===== config.mk =====
export PLATFORM = sky130hd
export DESIGN_NAME = partition_history_matcher
export DESIGN_NICKNAME = d
export VERILOG_FILES = /design/src/rtl/histmatch_pkg.sv /design/src/rtl/hm_datapath.sv /design/src/rtl/hm_ctrl.sv /design/src/rtl/partition_history_matcher.sv
export SDC_FILE = /design/constraint.sdc
export NUM_CORES = 2
export LEC_CHECK = 0
export BUFFER_PORTS_ARGS = -buffer_cell sky130_fd_sc_hd__buf_2
export CAP_MARGIN = 20
export CORE_ASPECT_RATIO = 2
export CORE_MARGIN = 5
export CORE_UTILIZATION = 55
export CTS_BUF_LIST = sky130_fd_sc_hd__clkbuf_4 sky130_fd_sc_hd__clkbuf_8
export CTS_CLUSTER_DIAMETER = 50
export DETAILED_ROUTE_END_ITERATION = 7
export PLACE_DENSITY = 0.72
export SYNTH_ARGS = -nofsm -noshare
export SYNTH_HDL_FRONTEND = slang
export SYNTH_SLANG_ARGS = --single-unit

===== constraint.sdc =====
create_clock -name clk -period 13.9 [get_ports clk]
set_clock_uncertainty 0.15 [all_clocks]
set_input_delay 2.78 -clock clk [delete_from_list [all_inputs] [get_ports clk]]
set_output_delay 2.78 -clock clk [all_outputs]
set_load 0.005 [all_outputs]

===== src/rtl/histmatch_pkg.sv =====
package histmatch_pkg;

  typedef enum logic [1:0] {
    ST_I = 2'd0,
    ST_S = 2'd1,
    ST_E = 2'd2,
    ST_M = 2'd3
  } cohState_t;

  typedef enum logic [1:0] {
    VERD_OK   = 2'd0,
    VERD_BAD  = 2'd1,
    VERD_SKIP = 2'd2
  } verdict_t;

  // strobes from control to datapath
  typedef struct packed {
    logic idle;
    logic latch;
    logic compStep;
    logic cPosInc;
    logic partBegin;
    logic partAccept;
    logic kInc;
    logic slide;
  } dpCtl_t;

  // conditions reported by the datapath
  typedef struct packed {
    logic compDone;
    logic allDone;
    logic atIState;
    logic partEnd;
    logic shOut;
    logic symEq;
  } dpFlag_t;

endpackage


===== src/rtl/hm_datapath.sv =====
module hm_datapath
  import histmatch_pkg::*;
#(
  parameter int DEPTH = 256,
  localparam int AW = $clog2(DEPTH),
  localparam int LW = $clog2(DEPTH + 1)
) (
  input  logic          clk,
  input  logic          rstN,
  input  dpCtl_t        ctl,
  input  logic          wrEn,
  input  logic          wrShared,
  input  logic [AW-1:0] wrAddr,
  input  logic [1:0]    wrData,
  input  logic [LW-1:0] locLen,
  input  logic [LW-1:0] shLen,
  output dpFlag_t       flag
);

  localparam logic [LW-1:0] DEPTH_L = LW'(DEPTH);

  logic [1:0] locMem  [DEPTH];
  logic [1:0] shMem   [DEPTH];
  logic [1:0] compMem [DEPTH];

  logic [LW-1:0] locLenR, shLenR;
  logic [LW-1:0] cIdx, compLen, cPos, k, sPos, shBase;

  // history writes are accepted only while idle
  always_ff @(posedge clk) begin
    if (wrEn && ctl.idle && !wrShared) locMem[wrAddr] <= wrData;
  end

  always_ff @(posedge clk) begin
    if (wrEn && ctl.idle && wrShared) shMem[wrAddr] <= wrData;
  end

  // folding pass
  logic [1:0]    locSym, prev1, prev2;
  logic [LW-1:0] cm1, cm2;
  logic          fold;

  assign cm1    = compLen - 1'b1;
  assign cm2    = compLen - 2'd2;
  assign locSym = locMem[cIdx[AW-1:0]];
  assign prev1  = compMem[cm1[AW-1:0]];
  assign prev2  = compMem[cm2[AW-1:0]];
  assign fold   = (compLen >= LW'(2)) &&
                  (locSym == ST_M || locSym == ST_E) &&
                  (prev1 == ST_I) && (prev2 == locSym);

  always_ff @(posedge clk) begin
    if (ctl.compStep && !fold) compMem[compLen[AW-1:0]] <= locSym;
  end

  // segment search
  logic [LW:0] curIdx, shIdx;
  logic [1:0]  curSym, shSym, seekSym;

  assign curIdx  = {1'b0, cPos} + {1'b0, k};
  assign shIdx   = {1'b0, sPos} + {1'b0, k};
  assign curSym  = compMem[curIdx[AW-1:0]];
  assign shSym   = shMem[shIdx[AW-1:0]];
  assign seekSym = compMem[cPos[AW-1:0]];

  assign flag.compDone = (cIdx >= locLenR);
  assign flag.allDone  = (cPos >= compLen);
  assign flag.atIState = (seekSym == ST_I);
  assign flag.partEnd  = (curIdx >= {1'b0, compLen}) || (curSym == ST_I);
  assign flag.shOut    = (shIdx >= {1'b0, shLenR});
  assign flag.symEq    = (curSym == shSym);

  always_ff @(posedge clk) begin
    if (!rstN) begin
      locLenR <= '0;
      shLenR  <= '0;
      cIdx    <= '0;
      compLen <= '0;
      cPos    <= '0;
      k       <= '0;
      sPos    <= '0;
      shBase  <= '0;
    end else begin
      if (ctl.latch) begin
        locLenR <= (locLen > DEPTH_L) ? DEPTH_L : locLen;
        shLenR  <= (shLen  > DEPTH_L) ? DEPTH_L : shLen;
        cIdx    <= '0;
        compLen <= '0;
        cPos    <= '0;
        shBase  <= '0;
      end
      if (ctl.compStep) begin
        cIdx    <= cIdx + 1'b1;
        compLen <= fold ? cm1 : compLen + 1'b1;
      end
      if (ctl.cPosInc) cPos <= cPos + 1'b1;
      if (ctl.partBegin) begin
        sPos <= shBase;
        k    <= '0;
      end
      if (ctl.partAccept) begin
        cPos   <= curIdx[LW-1:0];
        shBase <= shIdx[LW-1:0];
      end
      if (ctl.kInc) k <= k + 1'b1;
      if (ctl.slide) begin
        sPos <= sPos + 1'b1;
        k    <= '0;
      end
    end
  end

  AST_FOLD_SHRINKS: assert property (@(posedge clk) disable iff (!rstN)
    compLen <= cIdx);
  AST_BASE_IN_RANGE: assert property (@(posedge clk) disable iff (!rstN)
    shBase <= shLenR);
  AST_LEN_CLAMP: assert property (@(posedge clk) disable iff (!rstN)
    locLenR <= DEPTH_L && shLenR <= DEPTH_L);

endmodule


===== src/rtl/hm_ctrl.sv =====
module hm_ctrl
  import histmatch_pkg::*;
#(
  parameter int BUDGET = 10000,
  localparam int BW = $clog2(BUDGET + 1)
) (
  input  logic       clk,
  input  logic       rstN,
  input  logic       start,
  input  dpFlag_t    flag,
  output dpCtl_t     ctl,
  output logic       busy,
  output logic       done,
  output logic [1:0] result
);

  typedef enum logic [1:0] {S_IDLE, S_COMP, S_SEEK, S_SCAN} phase_t;

  localparam logic [BW-1:0] LAST_CYCLE = BW'(BUDGET - 1);

  phase_t        state, nextState;
  logic [BW-1:0] budgetCnt;
  logic          finish;
  verdict_t      verdict;
  logic          doneR;
  logic [1:0]    resultR;

  always_comb begin
    ctl       = '0;
    ctl.idle  = (state == S_IDLE);
    nextState = state;
    finish    = 1'b0;
    verdict   = VERD_OK;
    unique case (state)
      S_IDLE: begin
        if (start) begin
          ctl.latch = 1'b1;
          nextState = S_COMP;
        end
      end
      S_COMP: begin
        if (flag.compDone) nextState = S_SEEK;
        else               ctl.compStep = 1'b1;
      end
      S_SEEK: begin
        if (flag.allDone) begin
          finish  = 1'b1;
          verdict = VERD_OK;
        end else if (flag.atIState) begin
          ctl.cPosInc = 1'b1;
        end else begin
          ctl.partBegin = 1'b1;
          nextState     = S_SCAN;
        end
      end
      S_SCAN: begin
        if (flag.partEnd) begin
          ctl.partAccept = 1'b1;
          nextState      = S_SEEK;
        end else if (flag.shOut) begin
          finish  = 1'b1;
          verdict = VERD_BAD;
        end else if (flag.symEq) begin
          ctl.kInc = 1'b1;
        end else begin
          ctl.slide = 1'b1;
        end
      end
      default: nextState = S_IDLE;
    endcase
    // a finished search wins over an expiring budget in the same cycle
    if (state != S_IDLE && !finish && budgetCnt == LAST_CYCLE) begin
      finish  = 1'b1;
      verdict = VERD_SKIP;
    end
    if (finish) nextState = S_IDLE;
  end

  always_ff @(posedge clk) begin
    if (!rstN) begin
      state     <= S_IDLE;
      budgetCnt <= '0;
      doneR     <= 1'b0;
      resultR   <= '0;
    end else begin
      state <= nextState;
      doneR <= finish;
      if (finish) resultR <= verdict;
      if (ctl.latch)           budgetCnt <= '0;
      else if (state != S_IDLE) budgetCnt <= budgetCnt + 1'b1;
    end
  end

  assign busy   = (state != S_IDLE);
  assign done   = doneR;
  assign result = resultR;

  AST_DONE_PULSE: assert property (@(posedge clk) disable iff (!rstN)
    done |=> !done);
  AST_DONE_AT_FALL: assert property (@(posedge clk) disable iff (!rstN)
    $fell(busy) |-> done);
  AST_RESULT_CODE: assert property (@(posedge clk) disable iff (!rstN)
    done |-> result != 2'd3);
  AST_BUDGET_CAP: assert property (@(posedge clk) disable iff (!rstN)
    busy |-> budgetCnt < BW'(BUDGET));

endmodule


===== src/rtl/partition_history_matcher.sv =====
module partition_history_matcher
  import histmatch_pkg::*;
#(
  parameter int DEPTH  = 256,
  parameter int BUDGET = 10000,
  localparam int AW = $clog2(DEPTH),
  localparam int LW = $clog2(DEPTH + 1)
) (
  input  logic          clk,
  input  logic          rstN,
  input  logic          wrEn,
  input  logic          wrShared,
  input  logic [AW-1:0] wrAddr,
  input  logic [1:0]    wrData,
  input  logic [LW-1:0] locLen,
  input  logic [LW-1:0] shLen,
  input  logic          start,
  output logic          busy,
  output logic          done,
  output logic [1:0]    result
);

  dpCtl_t  ctl;
  dpFlag_t flag;

  hm_ctrl #(.BUDGET(BUDGET)) i_ctrl (
    .clk    (clk),
    .rstN   (rstN),
    .start  (start),
    .flag   (flag),
    .ctl    (ctl),
    .busy   (busy),
    .done   (done),
    .result (result)
  );

  hm_datapath #(.DEPTH(DEPTH)) i_datapath (
    .clk      (clk),
    .rstN     (rstN),
    .ctl      (ctl),
    .wrEn     (wrEn),
    .wrShared (wrShared),
    .wrAddr   (wrAddr),
    .wrData   (wrData),
    .locLen   (locLen),
    .shLen    (shLen),
    .flag     (flag)
  );

endmodule


==> run_results.csv <==
group,metric,value,unit
cells_and_area,layout-drive-gt1-share,22.6,%
yosys,ys.warnings.count,0,
floorplanning,die_w,279,um
worst_setup_path,worst_setup_path_end_kind,"register",
sta,worst_slack,5.32,ns
yosys,syn_inst,5428,
clock_network,root_buffer,"clkbuf_8",
clock_network,clockBufferDepth,4,
floorplanning,die_area,153000,um^2
sta,finalSetupViolCount,0,
cells_and_area,layout.nets,5547,
sta,period_share,61.7,%
sta,slew_violations,0,
sta,relSlewSlack,15.5,%
worst_setup_path,arrival,8.98,ns
cells_and_area,nFillCells,11072,
cells_and_area,final_cell_mix,"edfxtp_1, nor2_1, mux4_2",
floorplanning,start_util,55.2,%
sta,rsz0062_at_grt,"false",
cells_and_area,areaGrowthSynthToFinish,8.72,%
worst_setup_path,crit_required,14.30,ns
worst_setup_path,path_class,"register to register",
floorplanning,coreArea,144000,um^2
floorplanning,die_h,548,um
drt,drt-wirelength-per-cell,35.0,um
sta,tns,0,ns
yosys,synth-seq-cells,1643,
clock_network,clk_pin_slew,0.07,ns
drt,vias_per_cell,6.90,
place,hpwl,176,mm
sta,fmax,117,MHz
yosys,yosysUniqueCellTypes,77,
grt,grt_usage,34.3,%
drt,ant_nets,0,
clock_network,clock-sinks,1643,
worst_hold_path,hp-class,"register to register",
cells_and_area,post-route-util,60.1,%
clock_network,cts_resized,0,
yosys,netlist_area,79500,um^2
yosys,syn_area_per_cell,14.7,um^2
grt,grt_overflow,0,
clock_network,cts-buffers-inserted,225,
clock_network,h-tree-depth,4,
place,gp_congestion,1.03,
clock_network,worstSkewPairLatency,0.96,ns
clock_network,cts_setup_buffers,0,
worst_setup_path,path_max_fanout,39,
drt,vias,51901,
yosys,mappedNetlistNets,5530,
worst_hold_path,worstHoldStart,"i_datapath.shLenR[8]",
status,status,"complete, no violations",
sta,period_needed,8.58,ns
clock_network,cts_hold_buffers,0,
yosys,synth_async_sr_flop_share,0,%
grt,grt_pass1_vias,54067,
worst_setup_path,r2r-start,"i_datapath.compLen[0]",
cells_and_area,fin_cells,7527,
place,io_buffers,36,
cells_and_area,final_common_cell,"edfxtp_1",
cells_and_area,multiInputGateArea,29400,um^2
pwr,vdd_drop_max,0.0802,mV
drt,drtPass1Iterations,8,
clock_network,cts_tree,"built",
pwr,powerDensity,118,nW/um^2
drt,drt_iter0_drc,6038,
grt,grt_first_pass_wirelength,374,mm
floorplanning,boundaryPins,37,
flow_run,drv_cap,0,
cells_and_area,layout.area.seq,48300,um^2
grt,grt_start_max_net_pins,194,
yosys,yosysSeqAreaShare,60.7,%
pwr,total_power,10200,uW
worst_setup_path,crit_start,"i_datapath.compLen[0]",
drt,drc,0,
place,pre_cts_ws,5.80,ns
pwr,static-leakage-power,0.0273,uW
drt,wl,264,mm
grt,antenna_found_initial,14,
floorplanning,row_count,197,
worst_setup_path,startpoint_type,"register",
place,dp.cells,7098,
yosys,synth_top_flop_cell,"edfxtp_1",
yosys,synth_edf_count,1536,
sta,worstMarginPinSlew,1.27,ns
sta,hold_violations,0,
[layer usage]
metal	GRT usage (%)	up-vias	routed length (um)
met5	0	-	20
met4	28.1	4	28200
met3	6.67	1106	21100
met2	60.3	3109	137000
met1	35.0	26431	77700
li1	-	21251	-
[through the flow]
| step | hold slack, ns | area [um^2] |
|---|---|---|
| after floorplan | 0.286 | 79500 |
| after global placement | 0.294 | 81600 |
| after detailed placement | 0.298 | 81700 |
| after CTS | 0.308 | 86300 |
| after global routing | 0.336 | 86400 |
| final | 0.305 | 86500 |
[synth_stat cells (all sizes together) (27+ instances only)]
cell type / instances / area (um^2)
a211oi: 50 / 375
a21oi: 135 / 687
and2: 35 / 219
and3: 30 / 188
buf: 173 / 960
clkbuf: 225 / 845
dfxtp: 107 / 2140
edfxtp: 1536 / 46100
ha: 67 / 838
inv: 63 / 236
mux2: 36 / 405
mux2i: 167 / 1670
mux4: 628 / 14100
nand2: 213 / 800
nand2b: 27 / 169
nand3: 184 / 1030
nand4: 29 / 181
nor2: 1139 / 4280
nor2b: 30 / 188
nor3: 82 / 410
nor3b: 30 / 225
o211ai: 28 / 210
o21ai: 61 / 305
xnor2: 31 / 279
[report_power, final]
| group | internal, uW | switching (uW) |
|---|---|---|
| registers | 5440 | 26.5 |
| logic | 288 | 569 |
| clock network | 2000 | 1850 |
| total | 7730 | 2450 |
[logic make-up (layout without fill, tap and decap cells)]
| kind of cell | count (synthesis) | in the layout | share of synthesized area [%] |
|---|---|---|---|
| adder cells (fa/ha/maj) | 69 | 69 | 1.10 |
| XOR/XNOR | 46 | 46 | 0.525 |
| AO/OA/AOI/OAI | 515 | 515 | 4.51 |
| AND/OR/NAND/NOR | 1857 | 1857 | 10.2 |
| other | 0 | 13 | 0 |
| flip-flops | 1643 | 1643 | 60.7 |
| buffers and inverters | 467 | 663 | 2.59 |
| multiplexers | 831 | 831 | 20.4 |
[layout make-up]
type / count / area share (%)
clock buffers: 286 / 4.12
flip-flops and latches: 1643 / 55.9
multi-input cells: 3318 / 34.0
clock inverters: 120 / 1.19
repair buffers: 188 / 1.73
well taps: 1890 / 2.74
diodes: 13 / 0.0376
inverters: 69 / 0.302
[registers in the layout (all words and copies together) (netlist names), 14 cells and up, named ones only]
| signal | flops |
|---|---|
| i_datapath.shMem | 512 |
| i_ctrl.budgetCnt | 14 |
| i_datapath.compMem | 512 |
| i_datapath.locMem | 512 |
[worst max-delay path, stage by stage, from the launching register on]
cell	delay, ns
dfxtp_4	0.52
inv_4	0.62
ha_1	0.64
xor2_4	0.59
buf_4	0.56
mux4_2	0.47
nor3_1	0.77
a2111oi_1	0.18
buf_4	0.20
nor4_1	0.47
o21ai_0	0.16
o221a_2	0.26
and3_1	0.23
a21oi_4	0.72
nand3_2	1.15
nor2_1	0.50
[path summary, 6_finish.rpt]
path	end	slack, ns	cells past startpoint
max	i_datapath.compMem[71][0]	5.32	15
min	i_datapath.shLenR[8]	0.31	2
max reg2reg	i_datapath.compMem[71][0]	5.32	15
min reg2reg	i_datapath.shLenR[8]	0.31	2
(Power assumes the default switching activity.)
